## src/rtl/loco_cmd_pkg.sv

```systemverilog
package loco_cmd_pkg;
   localparam int PKT_BYTES = 3;
   localparam int DIR_BIT   = 5;
   localparam int AUX_BIT   = 4;

   typedef enum logic [2:0] {
      PK_NONE  = 3'd0,
      PK_RESET = 3'd1,
      PK_IDLE  = 3'd2,
      PK_BSTOP = 3'd3,
      PK_SPEED = 3'd4
   } pkt_kind_t;
endpackage

```

## src/rtl/loco_pkt_classify.sv

```systemverilog
module loco_pkt_classify
   import loco_cmd_pkg::*;
#(
   parameter int BYTE_W = 8,
   parameter int ADDR_W = 7,
   parameter int LEN_W  = 3
) (
   input  logic              pkt_valid,
   input  logic [LEN_W-1:0]  pkt_len,
   input  logic [BYTE_W-1:0] b0,
   input  logic [BYTE_W-1:0] b1,
   input  logic [BYTE_W-1:0] b2,
   input  logic [ADDR_W-1:0] cfg_addr,
   output pkt_kind_t         kind
);
   logic [BYTE_W-1:0]    bytes_q [PKT_BYTES];
   logic [PKT_BYTES-1:0] is_zero;
   logic len_ok, all_zero, idle_hit, bstop_hit, addr_hit, speed_form;

   assign bytes_q[0] = b0;
   assign bytes_q[1] = b1;
   assign bytes_q[2] = b2;

   for (genvar g = 0; g < PKT_BYTES; g++) begin : g_zero
      assign is_zero[g] = (bytes_q[g] == '0);
   end

   assign len_ok     = (pkt_len == LEN_W'(PKT_BYTES));
   assign all_zero   = &is_zero;
   assign speed_form = (b1[BYTE_W-1 -: 2] == 2'b01);
   assign idle_hit   = (b0 == '1) && is_zero[1] && (b2 == '1);
   assign bstop_hit  = is_zero[0] && speed_form && (b1[3:1] == 3'b000);
   assign addr_hit   = !b0[BYTE_W-1] && (b0[ADDR_W-1:0] == cfg_addr) &&
                       (cfg_addr != '0) && speed_form;

   always_comb begin
      kind = PK_NONE;
      if (pkt_valid && len_ok) begin
         if (all_zero)       kind = PK_RESET;
         else if (idle_hit)  kind = PK_IDLE;
         else if (bstop_hit) kind = PK_BSTOP;
         else if (addr_hit)  kind = PK_SPEED;
      end
   end
endmodule

```

## src/rtl/loco_speed_map.sv

```systemverilog
module loco_speed_map
   import loco_cmd_pkg::*;
#(
   parameter int BYTE_W = 8,
   parameter int STEP_W = 5
) (
   input  logic [BYTE_W-1:0] instr,
   input  logic              mode_28,
   output logic [STEP_W-1:0] new_step,
   output logic              est_set,
   output logic              est_clr,
   output logic              dir_load,
   output logic              hl_load
);
   localparam int MAX_STEP = 28;

   logic [4:0] code28;
   logic [3:0] nib;

   assign nib    = instr[3:0];
   assign code28 = {instr[3:0], instr[AUX_BIT]};

   always_comb begin
      new_step = '0;
      est_set  = 1'b0;
      est_clr  = 1'b0;
      dir_load = 1'b1;
      hl_load  = 1'b0;
      if (mode_28) begin
         if (code28 >= 5'd4) begin
            new_step = STEP_W'(code28) - STEP_W'(3);
            est_clr  = 1'b1;
         end else begin
            est_set  = code28[1];
            dir_load = !instr[AUX_BIT];
         end
      end else begin
         hl_load = 1'b1;
         if (nib >= 4'd2) begin
            new_step = STEP_W'(nib) - STEP_W'(1);
            est_clr  = 1'b1;
         end else begin
            est_set = nib[0];
         end
      end
   end

   // a decoded step never exceeds the 28-step table
   always_comb begin
      a_r3_step_in_table: assert (new_step <= STEP_W'(MAX_STEP));
   end
endmodule

```

## src/rtl/loco_state_reg.sv

```systemverilog
module loco_state_reg
   import loco_cmd_pkg::*;
#(
   parameter int   STEP_W    = 5,
   parameter logic PWRUP_FWD = 1'b1
) (
   input  logic              clk,
   input  logic              rst_n,
   input  pkt_kind_t         kind,
   input  logic [STEP_W-1:0] new_step,
   input  logic              est_set,
   input  logic              est_clr,
   input  logic              dir_load,
   input  logic              dir_val,
   input  logic              hl_load,
   input  logic              hl_val,
   input  logic              cut_power,
   output logic [STEP_W-1:0] speed_step,
   output logic              dir_fwd,
   output logic              headlight,
   output logic              estop
);
   always_ff @(posedge clk or negedge rst_n) begin
      if (!rst_n) begin
         speed_step <= '0;
         dir_fwd    <= PWRUP_FWD;
         headlight  <= 1'b0;
         estop      <= 1'b0;
      end else begin
         unique case (kind)
            PK_RESET: begin
               speed_step <= '0;
               dir_fwd    <= PWRUP_FWD;
               headlight  <= 1'b0;
               estop      <= 1'b0;
            end
            PK_BSTOP: begin
               speed_step <= '0;
               if (cut_power) estop <= 1'b1;
            end
            PK_SPEED: begin
               speed_step <= new_step;
               if (est_set)      estop <= 1'b1;
               else if (est_clr) estop <= 1'b0;
               if (dir_load) dir_fwd   <= dir_val;
               if (hl_load)  headlight <= hl_val;
            end
            default: ;
         endcase
      end
   end

   a_r5_estop_zero_speed: assert property (@(posedge clk) disable iff (!rst_n)
      estop |-> (speed_step == '0));

   a_r1_ignored_stable: assert property (@(posedge clk) disable iff (!rst_n)
      (kind == PK_NONE) |=> ($stable(speed_step) && $stable(dir_fwd) &&
                             $stable(headlight) && $stable(estop)));

   a_r7_idle_stable: assert property (@(posedge clk) disable iff (!rst_n)
      (kind == PK_IDLE) |=> ($stable(speed_step) && $stable(dir_fwd) &&
                             $stable(headlight) && $stable(estop)));

   a_r6_reset_pwrup: assert property (@(posedge clk) disable iff (!rst_n)
      (kind == PK_RESET) |=> (speed_step == '0 && dir_fwd == PWRUP_FWD &&
                              !headlight && !estop));

   a_r8_bstop_halts: assert property (@(posedge clk) disable iff (!rst_n)
      (kind == PK_BSTOP) |=> (speed_step == '0 && $stable(dir_fwd) &&
                              $stable(headlight)));
endmodule

```

## src/rtl/loco_cmd_decoder.sv

```systemverilog
module loco_cmd_decoder
   import loco_cmd_pkg::*;
#(
   parameter int   BYTE_W    = 8,
   parameter int   ADDR_W    = 7,
   parameter int   LEN_W     = 3,
   parameter int   STEP_W    = 5,
   parameter logic PWRUP_FWD = 1'b1
) (
   input  logic              clk,
   input  logic              rst_n,
   input  logic              pkt_valid,
   input  logic [LEN_W-1:0]  pkt_len,
   input  logic [BYTE_W-1:0] pkt_b0,
   input  logic [BYTE_W-1:0] pkt_b1,
   input  logic [BYTE_W-1:0] pkt_b2,
   input  logic [ADDR_W-1:0] cfg_addr,
   input  logic              mode_28,
   output logic [STEP_W-1:0] speed_step,
   output logic              dir_fwd,
   output logic              headlight,
   output logic              estop
);
   if (BYTE_W != 8)          $error("BYTE_W must be 8");
   if (ADDR_W != BYTE_W - 1) $error("ADDR_W must be BYTE_W-1");
   if (STEP_W < 5)           $error("STEP_W must hold step 28");
   if ((1 << LEN_W) <= PKT_BYTES) $error("LEN_W too narrow");

   pkt_kind_t         kind;
   logic [STEP_W-1:0] new_step;
   logic              est_set, est_clr, dir_load, hl_load;

   loco_pkt_classify #(.BYTE_W(BYTE_W), .ADDR_W(ADDR_W), .LEN_W(LEN_W)) u_classify (
      .pkt_valid (pkt_valid),
      .pkt_len   (pkt_len),
      .b0        (pkt_b0),
      .b1        (pkt_b1),
      .b2        (pkt_b2),
      .cfg_addr  (cfg_addr),
      .kind      (kind)
   );

   loco_speed_map #(.BYTE_W(BYTE_W), .STEP_W(STEP_W)) u_map (
      .instr    (pkt_b1),
      .mode_28  (mode_28),
      .new_step (new_step),
      .est_set  (est_set),
      .est_clr  (est_clr),
      .dir_load (dir_load),
      .hl_load  (hl_load)
   );

   loco_state_reg #(.STEP_W(STEP_W), .PWRUP_FWD(PWRUP_FWD)) u_state (
      .clk        (clk),
      .rst_n      (rst_n),
      .kind       (kind),
      .new_step   (new_step),
      .est_set    (est_set),
      .est_clr    (est_clr),
      .dir_load   (dir_load),
      .dir_val    (pkt_b1[DIR_BIT]),
      .hl_load    (hl_load),
      .hl_val     (pkt_b1[AUX_BIT]),
      .cut_power  (pkt_b1[0]),
      .speed_step (speed_step),
      .dir_fwd    (dir_fwd),
      .headlight  (headlight),
      .estop      (estop)
   );

   // outputs only move on a cycle that carries a packet
   a_r10_quiet_when_idle: assert property (@(posedge clk) disable iff (!rst_n)
      !pkt_valid |=> ($stable(speed_step) && $stable(dir_fwd) &&
                      $stable(headlight) && $stable(estop)));
endmodule

```

## config.mk

```make
export PLATFORM = sky130hd
export DESIGN_NAME = loco_cmd_decoder
export DESIGN_NICKNAME = d
export VERILOG_FILES = /design/src/rtl/loco_cmd_pkg.sv /design/src/rtl/loco_pkt_classify.sv /design/src/rtl/loco_speed_map.sv /design/src/rtl/loco_state_reg.sv /design/src/rtl/loco_cmd_decoder.sv
export SDC_FILE = /design/constraint.sdc
export NUM_CORES = 1
export LEC_CHECK = 0
export BUFFER_PORTS_ARGS = -buffer_cell sky130_fd_sc_hd__buf_2
export CAP_MARGIN = 20
export CORE_ASPECT_RATIO = 1.4
export CORE_UTILIZATION = 31
export DETAILED_ROUTE_END_ITERATION = 8
export PLACE_DENSITY_LB_ADDON = 0.25
export SLEW_MARGIN = 10
export SYNTH_ARGS = -nofsm -noshare
export SYNTH_HDL_FRONTEND = slang
export SYNTH_SLANG_ARGS = --single-unit
```

## constraint.sdc

```tcl
create_clock -name clk -period 2.6 [get_ports clk]
set_clock_uncertainty 0.15 [all_clocks]
set_input_delay 0 -clock clk [delete_from_list [all_inputs] [get_ports clk]]
set_output_delay 0 -clock clk [all_outputs]
set_load 0.05 [all_outputs]
```

==> flow_summary.yaml, run 1 <==
run_status:
  status: "finished, violations left"
  violations: "DRC"
placement:
  place_congestion: 0.7717
  numPortBuffers: 45
  post_dp_cell_area_um2: 1005
  hpwl_um: 1716
power:
  total_power_uw: 314.9
  p_per_area_nw_per_um2: 291.3
  p_leak_uw: 0.0005436
  ir_drop_uv: 279.4
synth:
  synth-edff-count: 0
  syn-num-nets: 134
  synth_top_cell_area_share_pct: 23.06
  ys_ff_latch: 8
  yosys.cell_types.count: 31
  ys_seq_area_share_pct: 26.52
  syn_area_um2: 759.5
  synth_area_leaders: "dfrtp_1 (23%), ha_1 (9.9%), xor2_1 (8.1%)"
  synth.avg_cell_area_um2: 8.439
  synth_area_leader_cell: "dfrtp_1"
  syn_inst: 90
  synth_top_flop_cell: "dfrtp_1"
  yosysWarnings: 0
  synth-async-reset-ratio_pct: 100.0
  ys_top_cells_by_count: "dfrtp_1 (7), o21ai_0 (7), xor2_1 (7), ha_1 (6), nand3_1 (6)"
routing:
  wl_um: 2046
  routedWlPerCell_um: 12.48
  drtIter0Drc: 9
  dr.pass1.iters: 6
  drc: 5
  vias_per_cell: 5.274
  via_count: 865
  ant_nets: 0
clocking:
  clockBufferDepth: 2
  clkTransAtPathRegs_ns: 0.05
  cts_resized: 0
  cts-root-buf: "clkbuf_4"
  cts_made_buffers: 3
  cts_tree: "built"
  clk_latency_ns: 0.25
  htree_levels: 1
  cts_sinks: 8
sta:
  final_hold_viol_count: 0
  rsz0062_at_grt: "no"
  min_period_over_period_pct: 80.11
  fin_tns_setup_ns: 0
  finalCriticalPeriod_ns: 2.083
  holdWs_ns: 0.01532
  slew-limit-headroom_pct: 66.37
  slew_violations: 0
  finalSetupViolCount: 0
  tightestPinTransition_ns: 0.5029
  max_freq_mhz: 480.1
floorplanning:
  dieArea_um2: 2655
  ios: 46
  fp.dieH_um: 60.57
  die_w_um: 43.83
  rows: 20
  core_region_area_um2: 2252
  initial_utilization_pct: 33.72
setup_path:
  setup.worst_path.start_class: "input port"
  arrival_ns: 2.06
  crit_fanout: 3
  endpoint_kind: "flop"
  path_class: "in2reg"
  cp.required_ns: 2.58
final_layout:
  final_area_um2: 1081
  drive_above_1_share_pct: 38.03
  area_growth_pct: 42.34
  num_antenna_cells: 0
  finalNetCount: 187
  fillerInstances: 232
grt:
  grt_pass1_wl_um: 3374
  antenna_found_initial: 0
  gr-total-overflow: 0
  grt_start_max_net_pins: 16
  grt_pass1_vias: 835
  grtUsageTotal_pct: 16.78
run:
  cap_viol_max_count: 0
min_path:
  hp-class: "in2reg"
==> critical path: stages <==
cell and delay, ns:
dlygate4sd3_1 0.53, buf_2 0.14, nor4_1 0.24, and4_1 0.26, nand2_1 0.10, o211ai_1 0.11, o31ai_1 0.11, dlygate4sd3_1 0.57
==> flip-flops by register name, indices dropped and copies added, names as in the netlist <==
signal / flops
u_state.dir_fwd: 1
u_state.estop: 1
u_state.headlight: 1
u_state.speed_step: 5
==> area by class of cell <==
cell class                      count  area (um^2)  share of cell area [%]
Inverter                            5        18.77                   1.736
Tap cell                           22        27.53                   2.546
Multi-Input combinational cell     75        531.8                   49.19
Timing Repair Buffer               50        275.3                   25.46
Clock buffer                        4        26.28                   2.431
Sequential cell                     8        201.4                   18.63
==> metrics by stage <==
stage	cells	setup WS (ns)	util, %
after CTS	164	0.4826	48.00
after global placement	155	0.7307	44.61
final	164	0.5171	48.00
after detailed placement	155	0.6745	44.61
after floorplan	90	1.213	-
after global routing	164	0.3623	48.00
==> routing by layer <==
metal / global-route usage, % / part of all wire, % / up-vias
li1: - / - / 441
met1: 18.43 / 40 / 399
met5: 0 / 0 / -
met4: 2.679 / 0 / 0
met3: 2.679 / 4.1 / 0
met2: 33.48 / 56 / 25
==> path summary, 6_finish.rpt <==
check / depth (start not counted) / slack [ns] / end / from
worst max-delay path: 8 / 0.52 / u_state.headlight$_DFFE_PN0P_ / pkt_b1[5]
worst min-delay path: 3 / 0.02 / u_state.speed_step[4]$_DFFE_PN0P_ / pkt_b1[3]
worst max register to register: 3 / 1.18 / u_state.headlight$_DFFE_PN0P_ / u_state.headlight$_DFFE_PN0P_
worst min register to register: 2 / 0.35 / u_state.speed_step[1]$_DFFE_PN0P_ / u_state.speed_step[1]$_DFFE_PN0P_
max in group asynchronous: 3 / 1.47 / u_state.speed_step[4]$_DFFE_PN0P_ / rst_n
min in group asynchronous: 2 / 0.08 / u_state.dir_fwd$_DFFE_PN1P_ / rst_n
==> kinds of logic (layout without fill, tap and decap cells) <==
family / after synthesis / count (layout) / synth area share (%)
buffers and inverters: 7 / 59 / 3.460
XOR/XNOR: 8 / 8 / 9.226
flip-flops: 8 / 8 / 26.52
AO/OA/AOI/OAI: 23 / 23 / 19.28
multiplexers: 2 / 2 / 2.965
AND/OR/NAND/NOR: 36 / 36 / 28.67
adder cells (fa/ha/maj): 6 / 6 / 9.884
==> cells in the final DEF, fill, tap and decap left out, types with 2 or more instances in the layout <==
cell	Yosys	final
nand3_1	6	6
nand2b_1	3	3
xor2_1	7	7
buf_2	0	45
nor2_1	5	5
a21oi_1	3	3
dfrtp_1	7	7
o21ai_0	7	7
clkbuf_4	0	3
ha_1	6	6
nand2_1	4	4
nor4_1	5	5
mux2_2	2	2
o211ai_1	2	2
dlygate4sd3_1	0	5
a31oi_1	5	5
or3_1	3	3
inv_1	5	5
nor3_1	4	4
==> report_power, final <==
group	total, uW	switching (uW)	leakage [uW]	internal, uW
Combinational	91.2	47.5	0.000421	43.7
Clock	98.4	39.9	0.0000150	58.6
Sequential	125	0.174	0.000108	125
Total	315	87.5	0.000544	227
==> timing repair <==
| item | 4_1_cts | 5_1_grt |
|---|---|---|
| endpoints found under the hold margin | 10 | 0 |
| setup buffers | 0 | 0 |
| hold buffers | 5 | 0 |
Power figures use the tool's default switching activity.
==> run 2, diff against run 1 <==
==> constraint.sdc (replaced) <==
create_clock -name clk -period 1.95 [get_ports clk]
set_clock_uncertainty 0.15 [all_clocks]
set_input_delay 0 -clock clk [delete_from_list [all_inputs] [get_ports clk]]
set_output_delay 0 -clock clk [all_outputs]
set_load 0.05 [all_outputs]
==> flow_summary.yaml, run 2 (synthesized netlist as in run 1, its figures left out) <==
run_status:
  status: "finished, violations left"
  violations: "DRC"
routing:
  drc: 5
  routedWlPerCell_um: 13.06
  ant_nets: 0
  dr.pass1.iters: 6
  drtIter0Drc: 23
  wl_um: 2168
  vias_per_cell: 5.319
  via_count: 883
clocking:
  clkTransAtPathRegs_ns: 0.05
  cts_made_buffers: 3
  htree_levels: 1
  cts-root-buf: "clkbuf_4"
  clk_latency_ns: 0.25
  cts_resized: 0
  cts_setup_buffers: 0
  clockBufferDepth: 2
  cts_tree: "built"
  cts_sinks: 8
sta:
  min_period_over_period_pct: 86.53
  fin_tns_setup_ns: 0
  tightestPinTransition_ns: 0.3963
  finalSetupViolCount: 0
  final_hold_viol_count: 0
  rsz0062_at_grt: "no"
  slew_violations: 0
  max_freq_mhz: 592.7
  slew-limit-headroom_pct: 72.90
  finalCriticalPeriod_ns: 1.687
setup_path:
  arrival_ns: 1.73
  setup.worst_path.start_class: "input port"
  path_class: "in2reg"
  crit_slowest_cell: "dlygate4sd3_1"
  path_buf_inv: 2
  path_delay_family: "simple AND/OR/NAND/NOR gates"
  worstPathCellList: "dlygate4sd3_1 -> buf_2 -> or3_1 -> nor2_1 -> nand2_1 -> a21oi_1 -> o21ba_1"
  cp.required_ns: 1.99
  crit_fanout: 8
  max_stage_delay_ns: 0.52
  endpoint_kind: "flop"
floorplanning:
  dieArea_um2: 2655
  die_w_um: 43.83
  ios: 46
  core_region_area_um2: 2252
  initial_utilization_pct: 33.72
  fp.dieH_um: 60.57
  rows: 20
final_layout:
  seqCellArea_um2: 201.4
  num_antenna_cells: 0
  area_growth_pct: 44.65
  fillerInstances: 230
  multi_input_area_um2: 531.8
  final_area_um2: 1099
  largest_register: "u_state.speed_step"
  final_cell_mix: "buf_2 (45), xor2_1 (7), o21ai_0 (7), dfrtp_1 (7)"
  finalNetCount: 189
  drive_above_1_share_pct: 38.19
  largest_register_ffs: 5
  instances_no_fill: 166
  fin_util_pct: 48.78
  final_common_cell: "buf_2"
placement:
  place_congestion: 0.7852
  post_dp_cell_area_um2: 1012
  dp.cells: 156
  numPortBuffers: 45
  hpwl_um: 1775
power:
  p_leak_uw: 0.0005492
  p_per_area_nw_per_um2: 389.6
  ir_drop_uv: 207.8
min_path:
  hp-class: "in2reg"
run:
  cap_viol_max_count: 0
grt:
  antenna_found_initial: 0
  gr-total-overflow: 0
  grtUsageTotal_pct: 17.28
  grt_pass1_vias: 889
  grt_pass1_wl_um: 3408
  grt_start_max_net_pins: 15
[run 2: changes by cell type in the layout (fill, tap and decap cells not counted)]
cell | before | now
buf_4 | 0 | 1
dlygate4sd3_1 | 5 | 6
[run 2: worst min-delay path: stages]
cell and delay, ns:
buf_2 0.11, nor4_4 0.06, nand2_1 0.09, o211ai_1 0.09, o31ai_1 0.06
[run 2: power by group]
group / leakage (uW) / switching (uW) / internal [uW]
clock: 0.0000150 / 57.5 / 78.3
combinational: 0.000426 / 64.4 / 60.8
sequential: 0.000108 / 0.245 / 167
total: 0.000549 / 122 / 306
[run 2: layout make-up]
type	count	area share [%]
well taps	22	2.506
multi-input cells	75	48.41
inverters	5	1.708
flip-flops and latches	8	18.34
repair buffers	52	26.65
clock buffers	4	2.392
[run 2: through the flow]
stage,total power (uW),worst slack [ns],hold slack [ns]
floorplan,219.8,0.5631,-0.4456
global placement,282.9,0.3864,-0.3059
detailed placement,287.1,0.3046,-0.3021
CTS,437.0,0.2762,0.04325
global route,456.5,0.1715,0.08145
finish,428.0,0.2627,0.04678
[run 2: layer usage]
| layer | routed length [um] | up-vias | GRT usage (%) |
|---|---|---|---|
| met5 | 0 | - | 0 |
| met4 | 14 | 0 | 5.357 |
| met3 | 92 | 2 | 2.679 |
| met2 | 1256 | 31 | 36.67 |
| met1 | 804 | 401 | 16.09 |
| li1 | - | 449 | - |
[run 2: what timing repair did]
| item | in CTS | in global routing |
|---|---|---|
| hold buffers | 6 | 0 |
| endpoints found under the hold margin | 11 | 0 |
| endpoints found under the setup margin | 0 | 0 |
[run 2: final timing paths]
path | startpoint | endpoint | slack, ns | depth (start not counted)
worst max-delay path | pkt_b1[3] | u_state.estop$_DFFE_PN0P_ | 0.26 | 7
worst min-delay path | pkt_b0[7] | u_state.headlight$_DFFE_PN0P_ | 0.05 | 5
worst max register to register | u_state.dir_fwd$_DFFE_PN1P_ | u_state.dir_fwd$_DFFE_PN1P_ | 0.96 | 2
worst min register to register | u_state.speed_step[2]$_DFFE_PN0P_ | u_state.speed_step[2]$_DFFE_PN0P_ | 0.35 | 2
max in group asynchronous | rst_n | u_state.headlight$_DFFE_PN0P_ | 0.85 | 3
min in group asynchronous | rst_n | u_state.dir_fwd$_DFFE_PN1P_ | 0.06 | 2
